File: config.mk
export PLATFORM = sky130hd
export DESIGN_NAME = isa_addr_decoder
export DESIGN_NICKNAME = d
export VERILOG_FILES = /design/src/rtl/isa_dec_pkg.sv /design/src/rtl/cfg_word_reg.sv /design/src/rtl/io_window_match.sv /design/src/rtl/rom_window_match.sv /design/src/rtl/isa_addr_decoder.sv
export SDC_FILE = /design/constraint.sdc
export NUM_CORES = 1
export LEC_CHECK = 0
export ABC_AREA = 1
export BUFFER_PORTS_ARGS = -buffer_cell sky130_fd_sc_hd__buf_2
export CAP_MARGIN = 20
export CORE_ASPECT_RATIO = 1.25
export CORE_MARGIN = 2
export CORE_UTILIZATION = 38
export CTS_CLUSTER_SIZE = 28
export DETAILED_ROUTE_END_ITERATION = 8
export HOLD_SLACK_MARGIN = 0.06
export PLACE_DENSITY = 0.92
export SYNTH_ARGS = -nofsm -noshare
export SYNTH_HDL_FRONTEND = slang
export SYNTH_SLANG_ARGS = --single-unit
File: constraint.sdc
create_clock -name clk -period 2.8 [get_ports clk]
set_input_delay 0.28 -clock clk [delete_from_list [all_inputs] [get_ports clk]]
set_output_delay 0.28 -clock clk [all_outputs]
set_load 0.01 [all_outputs]
File: src/rtl/isa_dec_pkg.sv
package isa_dec_pkg;
  localparam int CFG_W   = 16;
  localparam int BYTE_W  = 8;
  localparam int NBYTES  = CFG_W / BYTE_W;
  localparam int IO_AW   = 16;
  localparam int ROM_LSB = 14;  // lowest window base bit (16k granule)
  localparam int ROM_NB  = 5;   // base bits RA18..RA14
  localparam logic [CFG_W-1:0] CFG_DEFAULT = 16'h1867;

  typedef enum logic [1:0] {
    SPAN_OFF = 2'b00,
    SPAN_16K = 2'b01,
    SPAN_32K = 2'b10,
    SPAN_64K = 2'b11
  } rom_span_e;
endpackage

File: src/rtl/cfg_word_reg.sv
module cfg_word_reg
  import isa_dec_pkg::*;
#(
  parameter int                 WIDTH   = CFG_W,
  parameter int                 LANE_W  = BYTE_W,
  parameter logic [WIDTH-1:0]   INIT    = CFG_DEFAULT
) (
  input  logic                     clk,
  input  logic                     rst,
  input  logic                     ld_valid,
  input  logic [WIDTH-1:0]         ld_value,
  input  logic                     wr_en,
  input  logic [WIDTH/LANE_W-1:0]  wr_be,
  input  logic [WIDTH-1:0]         wr_data,
  output logic [WIDTH-1:0]         q
);
  localparam int LANES = WIDTH / LANE_W;

  logic [LANE_W-1:0] lane_q [LANES];

  for (genvar g = 0; g < LANES; g++) begin : g_lane
    always_ff @(posedge clk) begin
      if (rst)
        lane_q[g] <= INIT[g*LANE_W +: LANE_W];
      else if (ld_valid)
        lane_q[g] <= ld_value[g*LANE_W +: LANE_W];
      else if (wr_en && wr_be[g])
        lane_q[g] <= wr_data[g*LANE_W +: LANE_W];
    end
    assign q[g*LANE_W +: LANE_W] = lane_q[g];
  end
endmodule

File: src/rtl/io_window_match.sv
module io_window_match
  import isa_dec_pkg::*;
#(
  parameter int AW = IO_AW
) (
  input  logic [AW-1:0] io_addr,
  input  logic [7:0]    base_byte,
  output logic          hit
);
  // Compared lines: A15..A13 against base_byte[7:5], A9..A5 against [4:0].
  // Forced-zero lines: A12..A10 and A4.
  localparam int HI_TOP = 15;
  localparam int HI_BOT = 13;
  localparam int MID_TOP = 9;
  localparam int MID_BOT = 5;

  logic hi_eq, mid_eq, zeros_ok;

  always_comb begin
    hi_eq    = (io_addr[HI_TOP:HI_BOT] == base_byte[7:5]);
    mid_eq   = (io_addr[MID_TOP:MID_BOT] == base_byte[4:0]);
    zeros_ok = (io_addr[HI_BOT-1:MID_TOP+1] == '0) && !io_addr[MID_BOT-1];
    hit      = hi_eq && mid_eq && zeros_ok;
  end
endmodule

File: src/rtl/rom_window_match.sv
module rom_window_match
  import isa_dec_pkg::*;
#(
  parameter int MAW = 24,
  parameter int LSB = ROM_LSB,
  parameter int NB  = ROM_NB
) (
  input  logic [MAW-1:0] mem_addr,
  input  rom_span_e      span,
  input  logic [NB-1:0]  base,
  input  logic           rd_n,
  output logic           hit
);
  localparam int TOP_BIT = LSB + NB; // the line that must read 1 (A19)

  logic [NB-1:0] miss;
  logic [1:0]    span_code;

  assign span_code = span;

  // Base bit k joins the compare once the window is small enough:
  // 16k uses k>=0, 32k k>=1, 64k k>=2.
  for (genvar k = 0; k < NB; k++) begin : g_bit
    logic used;
    assign used    = (span != SPAN_OFF) && ((k + 1) >= int'(span_code));
    assign miss[k] = used && (mem_addr[LSB+k] != base[k]);
  end

  assign hit = (span != SPAN_OFF) && !rd_n && mem_addr[TOP_BIT] && (miss == '0);
endmodule

File: src/rtl/isa_addr_decoder.sv
module isa_addr_decoder
  import isa_dec_pkg::*;
#(
  parameter int                 MEM_AW    = 24,
  parameter logic [CFG_W-1:0]   RESET_CFG = CFG_DEFAULT
) (
  input  logic              clk,
  input  logic              rst,
  input  logic              isa_mode,
  input  logic              ld_valid,
  input  logic [CFG_W-1:0]  ld_value,
  input  logic              wr_en,
  input  logic [NBYTES-1:0] wr_be,
  input  logic [CFG_W-1:0]  wr_data,
  output logic [CFG_W-1:0]  cfg_q,
  input  logic [IO_AW-1:0]  io_addr,
  input  logic [MEM_AW-1:0] mem_addr,
  input  logic              mem_rd_n,
  output logic              io_sel,
  output logic              rom_sel
);
  logic      io_hit, rom_hit;
  rom_span_e span;

  cfg_word_reg #(.WIDTH(CFG_W), .LANE_W(BYTE_W), .INIT(RESET_CFG)) u_cfg (
    .clk      (clk),
    .rst      (rst),
    .ld_valid (ld_valid),
    .ld_value (ld_value),
    .wr_en    (wr_en),
    .wr_be    (wr_be),
    .wr_data  (wr_data),
    .q        (cfg_q)
  );

  io_window_match #(.AW(IO_AW)) u_io (
    .io_addr   (io_addr),
    .base_byte (cfg_q[15:8]),
    .hit       (io_hit)
  );

  assign span = rom_span_e'(cfg_q[7:6]);

  rom_window_match #(.MAW(MEM_AW), .LSB(ROM_LSB), .NB(ROM_NB)) u_rom (
    .mem_addr (mem_addr),
    .span     (span),
    .base     (cfg_q[5:1]),
    .rd_n     (mem_rd_n),
    .hit      (rom_hit)
  );

  assign io_sel  = isa_mode && io_hit;
  assign rom_sel = isa_mode && rom_hit;
endmodule

Word level (Yosys, flattened, before mapping):

Memory sizes are Yosys's and may differ from the RTL's.
Index checks and enable logic that the tools add are counted.

* register bits after elaboration: 0
* latch bits: 0
* RAM bits: 16
* bits in read-only memories: 0
* input bits: 80
* output and inout port bits: 18
* word-level logic and storage cells: 53
* memories kept: 1

Memories
* u_cfg.lane_q: depth 2, width 8, rd ports 2, clocked after Yosys merged registers in 0, write ports 2, line cfg_word_reg.sv:19 `logic [LANE_W-1:0] lane_q [LANES];`

* $add $sub $neg: 0
* multiply operators: 0
* div/mod/pow operators: 0
* order comparisons: 2
* eq/ne operators: 7
* shift operators: 0
* muxes and demuxes: 17
* bitwise operators: 4
* reduce and logical (&&, ||, !) cells: 22

Operators with widths (number)
* $mux 8: 4
* $logic_and 1x1->1: 17
* $mux 1: 13
* $eq 5x5->1: 1
* $logic_not 5->1: 1
* $ne 1x1->1: 5
* $or 1x1->1: 4
* $eq 3x3->1: 1
* $logic_not 3->1: 1
* $ge 1x2->1 const A: 1
* $ge 2x2->1 const A: 1
* $logic_not 1->1: 2
* $reduce_bool 2->1: 1

Depth between registers and ports, before layout:

Gate-level depths: netlist (run 1).

* depth after elaboration: 6
* mapped depth: 6

By module:

Synthesis (run 1) repeated with hierarchy kept, for this count alone.

* cells, all modules: 174
* area, all modules: 1143.6 um^2

Modules (own cells, without submodules)
* cfg_word_reg: instances 1, cells each 95, area each 813.3 um^2, seq. area each 480.5 um^2
* io_window_match: instances 1, cells each 41, area each 165.2 um^2, seq. area each 0.0 um^2
* rom_window_match: instances 1, cells each 34, area each 150.1 um^2, seq. area each 0.0 um^2
* isa_addr_decoder: instances 1, cells each 4, area each 15.0 um^2, seq. area each 0.0 um^2

Least setup slack after synthesis (run 1):

OpenSTA, ideal clock, no wires.

* path type: register to output
* from: memory u_cfg.lane_q[0][6] (netlist bit)
* to: output port rom_sel
* data arrival time: 1.057 ns
* setup slack: 1.463 ns
* stages on the path, launching flop included: 6
* path buffers: 0
* cell sequence: edfxtp_1 -> inv_1 -> ha_1 -> nor3_1 -> o211ai_1 -> nor2_1

RTL lines
* start: declaration: line cfg_word_reg.sv:19
* end: declaration: line isa_addr_decoder.sv:20 `output logic rom_sel`

==> out/metrics.yaml, run 1 <==
status: "complete, no violations"
timing.final.crit_period_ns: 1.75
drive_gt1_frac: 0.454
ys_seq_area_frac: 0.484
clkSlewWorstSetupHoldPaths_ns: 0.07
cap_violations: 0
p_per_area_mw_per_mm2: 383
cts-root-buf: "clkbuf_4"
slew_viol_final: 0
period_share: 0.625
grt_max_degree: 11
wl_per_cell_microns: 9.58
io_buffers: 75
final_hold_viol_count: 0
antenna_found_initial: 0
cp.required_ns: 2.52
drc: 0
ant_nets: 0
gp_congestion: 0.800
rows: 20
setup_tns_ns: 0
synthesis.area_sq_um: 992
power_mw: 0.549
synth_top_family_by_area: "simple AND/OR/NAND/NOR gates"
initial_core_util: 0.405
setup_violations: 0
swShare: 0.253
first_global_vias: 888
syn_to_final_growth_pct: 44.3
p_leak_nw: 0.760
synthMuxAreaShare: 0
synth_simple_gate_area_frac: 0.223
top_register: "u_cfg.lane_q"
grt-ovfl-total: 0
dr.pass1.iters: 4
rsz0062_at_grt: "false"
power_frac_comb: 0.252
fin_util: 0.584
clkPwrFrac: 0.193
min_path_type: "input port to flop"
setup_slack_ns: 1.05
tightest_slew_ns: 0.307
place_hpwl_mm: 1.98
cts.sinks: 16
reg_top3: "u_cfg.lane_q (16)"
postRouteWirelength_mm: 2.19
largest_reg_flops: 16
layout.nets: 280
grt_use_total: 0.153
grt_first_pass_wirelength_mm: 3.53
fmax_ghz: 0.571
clk_path_buf_depth: 2
cp-end-kind: "output port"
cp.arrival_ns: 1.47
vias_per_cell: 4.45
post_cts_buffers: 0
cp-start-kind: "flop"
numCtsBuffers: 3
dieWidth_microns: 49.7
p_seq_frac: 0.554
io_pins: 98
avgSynthCellArea_sq_um: 8.41
dp_worst_setup_slack_ns: 1.36
core_area_sq_mm: 0.00245
synth_compound_area_frac: 0.116
fillers: 254
synth_xor_area_frac: 0.0530
die_y_microns: 61.1
switchingPower_mw: 0.139
final_cells: 229
ir_drop_v: 0.000249
crit_type: "flop to output port"
netlist_instances: 118
synthAdderAreaFrac: 0.0252
cts_tree: "yes"
dpl.cell_count: 226
internal_power_mw: 0.410
synth_fp_nets: 200
synth-seq-cells: 16
synth_cell_types: 18
cts_hold_buf: 0
max_slew_margin: 0.795
ys_warn_count: 0
crit_fanout: 3
cts_max_level: 1
ctsResizeCount: 0
vias: 1018
n_antenna_cell: 0
die_area_sq_mm: 0.00304
drtIter0Drc: 17
cells in the mapped netlist:
master | instances | share of area
o21ai_0 | 9 | 0.045
o22ai_1 | 2 | 0.013
inv_2 | 1 | 0.0038
xor2_1 | 3 | 0.026
nor2_4 | 1 | 0.011
or2_2 | 1 | 0.0063
xnor2_1 | 3 | 0.026
o22a_2 | 5 | 0.050
ha_1 | 2 | 0.025
nor2_1 | 11 | 0.042
nand3_1 | 3 | 0.015
nand3_2 | 2 | 0.020
edfxtp_1 | 16 | 0.48
o211ai_1 | 1 | 0.0076
nor3_1 | 1 | 0.0050
nand2_1 | 31 | 0.12
inv_1 | 25 | 0.095
nor2_2 | 1 | 0.0063
cells in the final DEF, fill, tap and decap left out, drive strengths merged:
cell,instances
clkbuf,3
buf,75
o21ai,9
nor3,1
xnor2,3
nand2,31
xor2,3
nor2,13
o22a,5
ha,2
o22ai,2
o211ai,1
inv,26
edfxtp,16
or2,1
nand3,5
layout make-up:
type / count / area, sq um / area share
Clock buffer: 3 / 22.5 / 0.0157
Inverter: 26 / 97.6 / 0.0682
Multi-Input combinational cell: 76 / 414 / 0.289
Sequential cell: 16 / 480 / 0.336
Tap cell: 33 / 41.3 / 0.0288
Timing Repair Buffer: 75 / 375 / 0.262
worst paths after layout:
kind	from	end	slack (ns)	cells past startpoint
worst max-delay path	u_cfg.lane_q[0][6]	rom_sel	1.05	6
worst min-delay path	ld_value[10]	u_cfg.lane_q[1][2]	0.29	3
metrics by stage:
stage | area (sq um) | hold WS (ns)
finish | 1430 | 0.293
global route | 1430 | 0.298
CTS | 1430 | 0.290
detailed placement | 1410 | 0.571
global placement | 1410 | 0.565
floorplan | 992 | 0.471
critical path: stages (launching register included):
cell and delay [ns]:
edfxtp_1 0.38, inv_1 0.06, ha_1 0.19, nor3_1 0.21, o211ai_1 0.13, nor2_1 0.09, buf_2 0.13
power by group through the flow:
stage | registers [mW] | clock network [mW] | logic (mW)
after CTS | 0.305 | 0.109 | 0.141
after detailed placement | 0.311 | 0 | 0.140
after global placement | 0.309 | 0 | 0.137
after global routing | 0.309 | 0.115 | 0.156
final | 0.304 | 0.106 | 0.138
after floorplan | 0.320 | 0 | 0.0547
cells by family (layout without fill, tap and decap cells):
logic type               after synthesis  in the layout
XOR/XNOR                               6              6
AO/OA/AOI/OAI                         17             17
flip-flops                            16             16
AND/OR/NAND/NOR                       51             51
adder cells (fa/ha/maj)                2              2
buffers and inverters                 26            104
metal layers:
layer | share of wire | global-route usage | vias to the layer above
li1 | - | - | 536
met1 | 0.39 | 0.174 | 423
met2 | 0.51 | 0.280 | 52
met3 | 0.073 | 0.0146 | 7
met4 | 0.030 | 0.0952 | 0
met5 | 0 | 0 | -
Note: power is estimated with default switching activity, not from simulation.
==> inputs of run 2 (changes only) <==
--- a/config.mk
+++ b/config.mk
@@ -5,16 +5,16 @@
 export SDC_FILE = /design/constraint.sdc
 export NUM_CORES = 1
 export LEC_CHECK = 0
-export ABC_AREA = 1
+export ABC_AREA = 0
 export BUFFER_PORTS_ARGS = -buffer_cell sky130_fd_sc_hd__buf_2
 export CAP_MARGIN = 20
 export CORE_ASPECT_RATIO = 1.25
 export CORE_MARGIN = 2
-export CORE_UTILIZATION = 38
+export CORE_UTILIZATION = 34
 export CTS_CLUSTER_SIZE = 28
 export DETAILED_ROUTE_END_ITERATION = 8
 export HOLD_SLACK_MARGIN = 0.06
-export PLACE_DENSITY = 0.92
+export PLACE_DENSITY = 0.88
 export SYNTH_ARGS = -nofsm -noshare
 export SYNTH_HDL_FRONTEND = slang
 export SYNTH_SLANG_ARGS = --single-unit
==> constraint.sdc (replaced) <==
create_clock -name clk -period 1.65 [get_ports clk]
set_input_delay 0.165 -clock clk [delete_from_list [all_inputs] [get_ports clk]]
set_output_delay 0.165 -clock clk [all_outputs]
set_load 0.01 [all_outputs]
==> run 2 against run 1 <==
  * The flow now finishes with violations (negative setup slack)
  * Die area rose by 0.98%
  * Design area fell by 5.6%
  * First-iteration DRC count up 76%
  * Global-route usage is 0.22 points higher
  * Final cell count down 21%
  * Sequential power up 70%
  * Hold slack lost 0.11 ns
  * Worst setup slack got worse by 1.1 ns
  * Via count down 14%
  * Clock-buffer cell count unchanged
  * Critical path depth shrank 1
  * Core utilization fell by 3.8 points
==> out/metrics.yaml, run 2 <==
status: "complete, but fails checks"
violations: "negative setup slack"
io_pins: 98
vias: 880
grt_use_total: 0.155
fmax_ghz: 0.587
dr.pass1.iters: 4
netlist_instances: 68
vias_per_cell: 4.89
first_global_vias: 806
io_buffers: 75
grt_first_pass_wirelength_mm: 3.54
avgSynthCellArea_sq_um: 13.2
synth-seq-cells: 16
die_y_microns: 61.4
min_path_type: "input port to flop"
setup_violations: 1
final_common_cell: "buf_2"
ys_warn_count: 0
gp_congestion: 0.679
slew_viol_final: 0
crit_type: "flop to output port"
top_register: "u_cfg.lane_q"
yosys_most_used_dff: "edfxtp_1"
clkSlewWorstSetupHoldPaths_ns: 0.08
dieWidth_microns: 49.9
grt_max_degree: 10
ir_drop_v: 0.000396
drtIter0Drc: 30
wl_per_cell_microns: 12.5
dp_worst_setup_slack_ns: 0.132
grt-ovfl-total: 0
setup_slack_ns: -0.0534
place_hpwl_mm: 1.94
core_area_sq_mm: 0.00248
cp-end-kind: "output port"
max_slew_margin: 0.623
syn_to_final_growth_pct: 50.6
largest_reg_flops: 16
period_share: 1.03
clk_path_buf_depth: 2
crit_fanout: 2
drive_gt1_frac: 0.585
setup_tns_ns: -0.0534
postRouteWirelength_mm: 2.25
synthesis.area_sq_um: 897
cp.required_ns: 1.48
p_seq_frac: 0.548
power_frac_comb: 0.257
p_per_area_mw_per_mm2: 696
cts_hold_buf: 0
antenna_found_initial: 0
initial_core_util: 0.362
ys_seq_area_frac: 0.536
clkPwrFrac: 0.195
synth_most_common_cell: "edfxtp_1"
final_hold_viol_count: 0
drc: 0
p_leak_nw: 0.617
tightest_slew_ns: 0.565
layout.nets: 231
rsz0062_at_grt: "true"
reg_top3: "u_cfg.lane_q (16)"
switchingPower_mw: 0.230
rows: 20
cp-start-kind: "flop"
synth_edf_count: 16
cts-root-buf: "clkbuf_4"
ant_nets: 0
swShare: 0.244
internal_power_mw: 0.711
cts_max_level: 1
n_antenna_cell: 0
netlist.area_leader.share: 0.536
die_area_sq_mm: 0.00307
async_reset_ff_frac: 0
layout_common_cells: "75 x buf_2, 16 x edfxtp_1, 11 x xnor2_1, 9 x a22o_1, 7 x o22a_1"
yosysTopAreaCell: "edfxtp_1"
numCtsBuffers: 3
cts.sinks: 16
timing.final.crit_period_ns: 1.70
cts_tree: "yes"
synth_fp_nets: 150
cp.arrival_ns: 1.54
ys_top_cells_by_area: "edfxtp_1 54%, xnor2_1 11%, a22o_1 8.8%"
cap_violations: 0
synth_cell_types: 21
synthTopCellsByCount: "16 x edfxtp_1, 11 x xnor2_1, 9 x a22o_1"
-- run 2: final timing paths --
path               start                  to  slack [ns]  cells past startpoint
max   u_cfg.lane_q[0][6]             rom_sel       -0.05                      5
min           wr_data[8]  u_cfg.lane_q[1][0]        0.18                      2
-- run 2: logic make-up after synthesis --
family / after synthesis / share of synthesized area
compound gates: 17 / 0.166
buf+inv: 4 / 0.0265
flops: 16 / 0.536
xor+xnor: 13 / 0.127
simple gates: 16 / 0.117
fa+ha+maj: 2 / 0.0279
-- run 2: layer usage --
| layer | wire [microns] | GRT usage |
|---|---|---|
| met1 | 790 | 0.168 |
| met2 | 1240 | 0.295 |
| met3 | 187 | 0.0218 |
| met4 | 27 | 0.0833 |
| met5 | 0 | 0 |
-- run 2: power by group through the flow --
stage	clock network, mW	logic (mW)	registers [mW]
after floorplan	0	0.0860	0.543
after global placement	0	0.219	0.523
after detailed placement	0	0.227	0.526
after CTS	0.184	0.240	0.516
after global routing	0.208	0.266	0.520
final	0.183	0.242	0.516
-- run 2: timing repair --
item | CTS | global route
gates cloned | 0 | 0
resized for setup | 3 | 0
setup endpoints to repair | 1 | 1
hold endpoints to repair | 0 | 0
buffers inserted | 2 | 1
pin swaps | 2 | 0
-- run 2: cell type report --
type | instances | area (sq um)
sequential | 16 | 480
tap | 33 | 41.3
timing repair buffer | 78 | 398
inverter | 2 | 7.51
clock buffer | 3 | 22.5
multi-input combinational | 48 | 402
fill | 211 | 1130
-- run 2: worst max-delay path, stage by stage (launching register included) --
cell and delay, ns:
edfxtp_1 0.41, buf_4 0.15, buf_4 0.12, ha_1 0.19, a221oi_2 0.23, buf_2 0.17
-- run 2: per-stage QoR --
stage	utilization	power [mW]	cell area [sq um]	instances	hold WS, ns
final	0.545	0.941	1350	180	0.180
after global routing	0.545	0.993	1350	180	0.173
after CTS	0.542	0.940	1340	179	0.177
after detailed placement	0.524	0.753	1300	174	0.453
after global placement	0.524	0.742	1300	174	0.448
after floorplan	-	0.629	897	68	0.360
==> inputs of run 3 (changes only) <==
--- a/config.mk
+++ b/config.mk
@@ -6,15 +6,16 @@
 export NUM_CORES = 1
 export LEC_CHECK = 0
 export ABC_AREA = 0
-export BUFFER_PORTS_ARGS = -buffer_cell sky130_fd_sc_hd__buf_2
 export CAP_MARGIN = 20
 export CORE_ASPECT_RATIO = 1.25
 export CORE_MARGIN = 2
-export CORE_UTILIZATION = 34
+export CORE_UTILIZATION = 55
 export CTS_CLUSTER_SIZE = 28
 export DETAILED_ROUTE_END_ITERATION = 8
+export DONT_BUFFER_PORTS = 1
 export HOLD_SLACK_MARGIN = 0.06
-export PLACE_DENSITY = 0.88
+export PLACE_DENSITY = 0.78
 export SYNTH_ARGS = -nofsm -noshare
 export SYNTH_HDL_FRONTEND = slang
 export SYNTH_SLANG_ARGS = --single-unit
+export TNS_END_PERCENT = 10
==> run 3 against run 2 <==
  * The flow still finishes with violations (negative setup slack)
  * Design area shrank 28%
  * Hold slack lost 0.099 ns
  * Combinational power shrank 50%
  * Die area shrank 36%
  * Non-clock buffer count shrank 73
  * Final cell count shrank 49%
  * Critical path type unchanged
==> out/metrics.yaml, run 3 (same netlist as run 2, synthesis figures left out) <==
dr.pass1.iters: 6
fin_area_sq_um: 977
p_per_area_mw_per_mm2: 868
grt_max_degree: 10
fmax_ghz: 0.580
grt_first_pass_wirelength_mm: 2.49
die_area_sq_mm: 0.00197
clkSlewWorstSetupHoldPaths_ns: 0.08
crit_type: "flop to output port"
crit_buf_inv: 2
vias: 594
ir_drop_v: 0.000495
crit_fanout: 2
wl_per_cell_microns: 18.9
cpPeakStageDelay_ns: 0.37
dieWidth_microns: 40.1
final_hold_viol_count: 0
place_area_sq_um: 926
p_leak_nw: 0.329
switchingPower_mw: 0.204
timing.hold.ws_ns: 0.0808
max_slew_margin: 0.622
initial_core_util: 0.582
antenna_found_initial: 0
power_frac_comb: 0.142
rsz0062_at_grt: "true"
critical-path-slowest-cell: "edfxtp_1"
top_register: "u_cfg.lane_q"
cp_cell_sequence: "inv_2 -> ha_2 -> and4bb_1 -> nand4_1 -> a221oi_2 -> buf_4"
ant_nets: 0
timing.final.crit_period_ns: 1.72
io_pins: 98
cap_violations: 0
cts-root-buf: "clkbuf_4"
first_global_vias: 634
core_area_sq_mm: 0.00154
clk_path_buf_depth: 2
largest_reg_flops: 16
vias_per_cell: 6.46
drtIter0Drc: 8
p_seq_frac: 0.635
cp.arrival_ns: 1.56
final_common_cell: "edfxtp_1"
critical-path-top-delay-family: "flip-flops"
gp_congestion: 0.709
rows: 16
fin_util: 0.634
min_from: "wr_data[0]"
numCtsBuffers: 3
place_hpwl_mm: 1.46
die_y_microns: 49.2
setup_violations: 1
period_share: 1.04
cts_max_level: 1
syn_to_final_growth_pct: 8.93
tightest_slew_ns: 0.565
n_antenna_cell: 0
setup_slack_ns: -0.0738
grt-ovfl-total: 0
cts_tree: "yes"
drive_gt1_frac: 0.189
swShare: 0.240
violations: "negative setup slack"
slew_viol_final: 0
postRouteWirelength_mm: 1.74
cts.sinks: 16
status: "complete, but fails checks"
cp-end-kind: "output port"
grt_use_total: 0.191
io_buffers: 0
reg_top3: "u_cfg.lane_q (16)"
layout_common_cells: "16 x edfxtp_1, 11 x xnor2_1, 9 x a22o_1, 7 x o22a_1, 5 x buf_4"
clkPwrFrac: 0.223
min_path_type: "input port to flop"
cp-start-kind: "flop"
setup_tns_ns: -0.0738
whs_path_depth: 1
layout.nets: 158
drc: 0
cts_hold_buf: 0
internal_power_mw: 0.645
cp.required_ns: 1.48
holdPathEnd: "u_cfg.lane_q[0][0]"
[run 3: how the worst max path moves through the flow]
stage,from,to,depth (start not counted)
3_3_place_gp,u_cfg.lane_q[0][7],rom_sel,6
5_1_grt,u_cfg.lane_q[0][7],rom_sel,6
4_1_cts,u_cfg.lane_q[0][6],rom_sel,6
2_1_floorplan,u_cfg.lane_q[0][6],rom_sel,5
6_report,u_cfg.lane_q[0][7],rom_sel,6
3_5_place_dp,u_cfg.lane_q[0][7],rom_sel,6
[run 3: layout make-up]
cell class / instances / area, sq um
sequential: 16 / 480
tap: 18 / 22.5
inverter: 2 / 7.51
clock buffer: 3 / 22.5
timing repair buffer: 5 / 37.5
fill: 125 / 564
multi-input combinational: 48 / 407
[run 3: repair_timing]
item / 4_1_cts / 5_1_grt
buffers inserted: 2 / 0
setup endpoints to repair: 1 / 2
gates resized for setup: 3 / 1
pin swaps: 1 / 0
[run 3: metrics by stage]
stage	total power [mW]	instances	worst slack [ns]
after floorplan	0.629	68	0.173
after global placement	0.650	87	0.186
after detailed placement	0.658	87	0.163
after CTS	0.858	92	-0.0623
after global routing	0.893	92	-0.166
final	0.849	92	-0.0738
[run 3: routing by layer]
metal  GRT usage  share of wire  vias to the layer above
met2       0.320           0.55                       45
met4       0.121         0.0069                        0
met5           0              0                        -
met1       0.208           0.34                      264
li1            -              -                      283
met3      0.0274           0.11                        2
[run 3: power groups by stage]
| stage | Clock, mW | Sequential, mW | Combinational [mW] |
|---|---|---|---|
| after floorplan | 0 | 0.543 | 0.0860 |
| after global placement | 0 | 0.548 | 0.103 |
| after detailed placement | 0 | 0.549 | 0.109 |
| after CTS | 0.197 | 0.540 | 0.121 |
| after global routing | 0.215 | 0.545 | 0.133 |
| final | 0.190 | 0.538 | 0.121 |
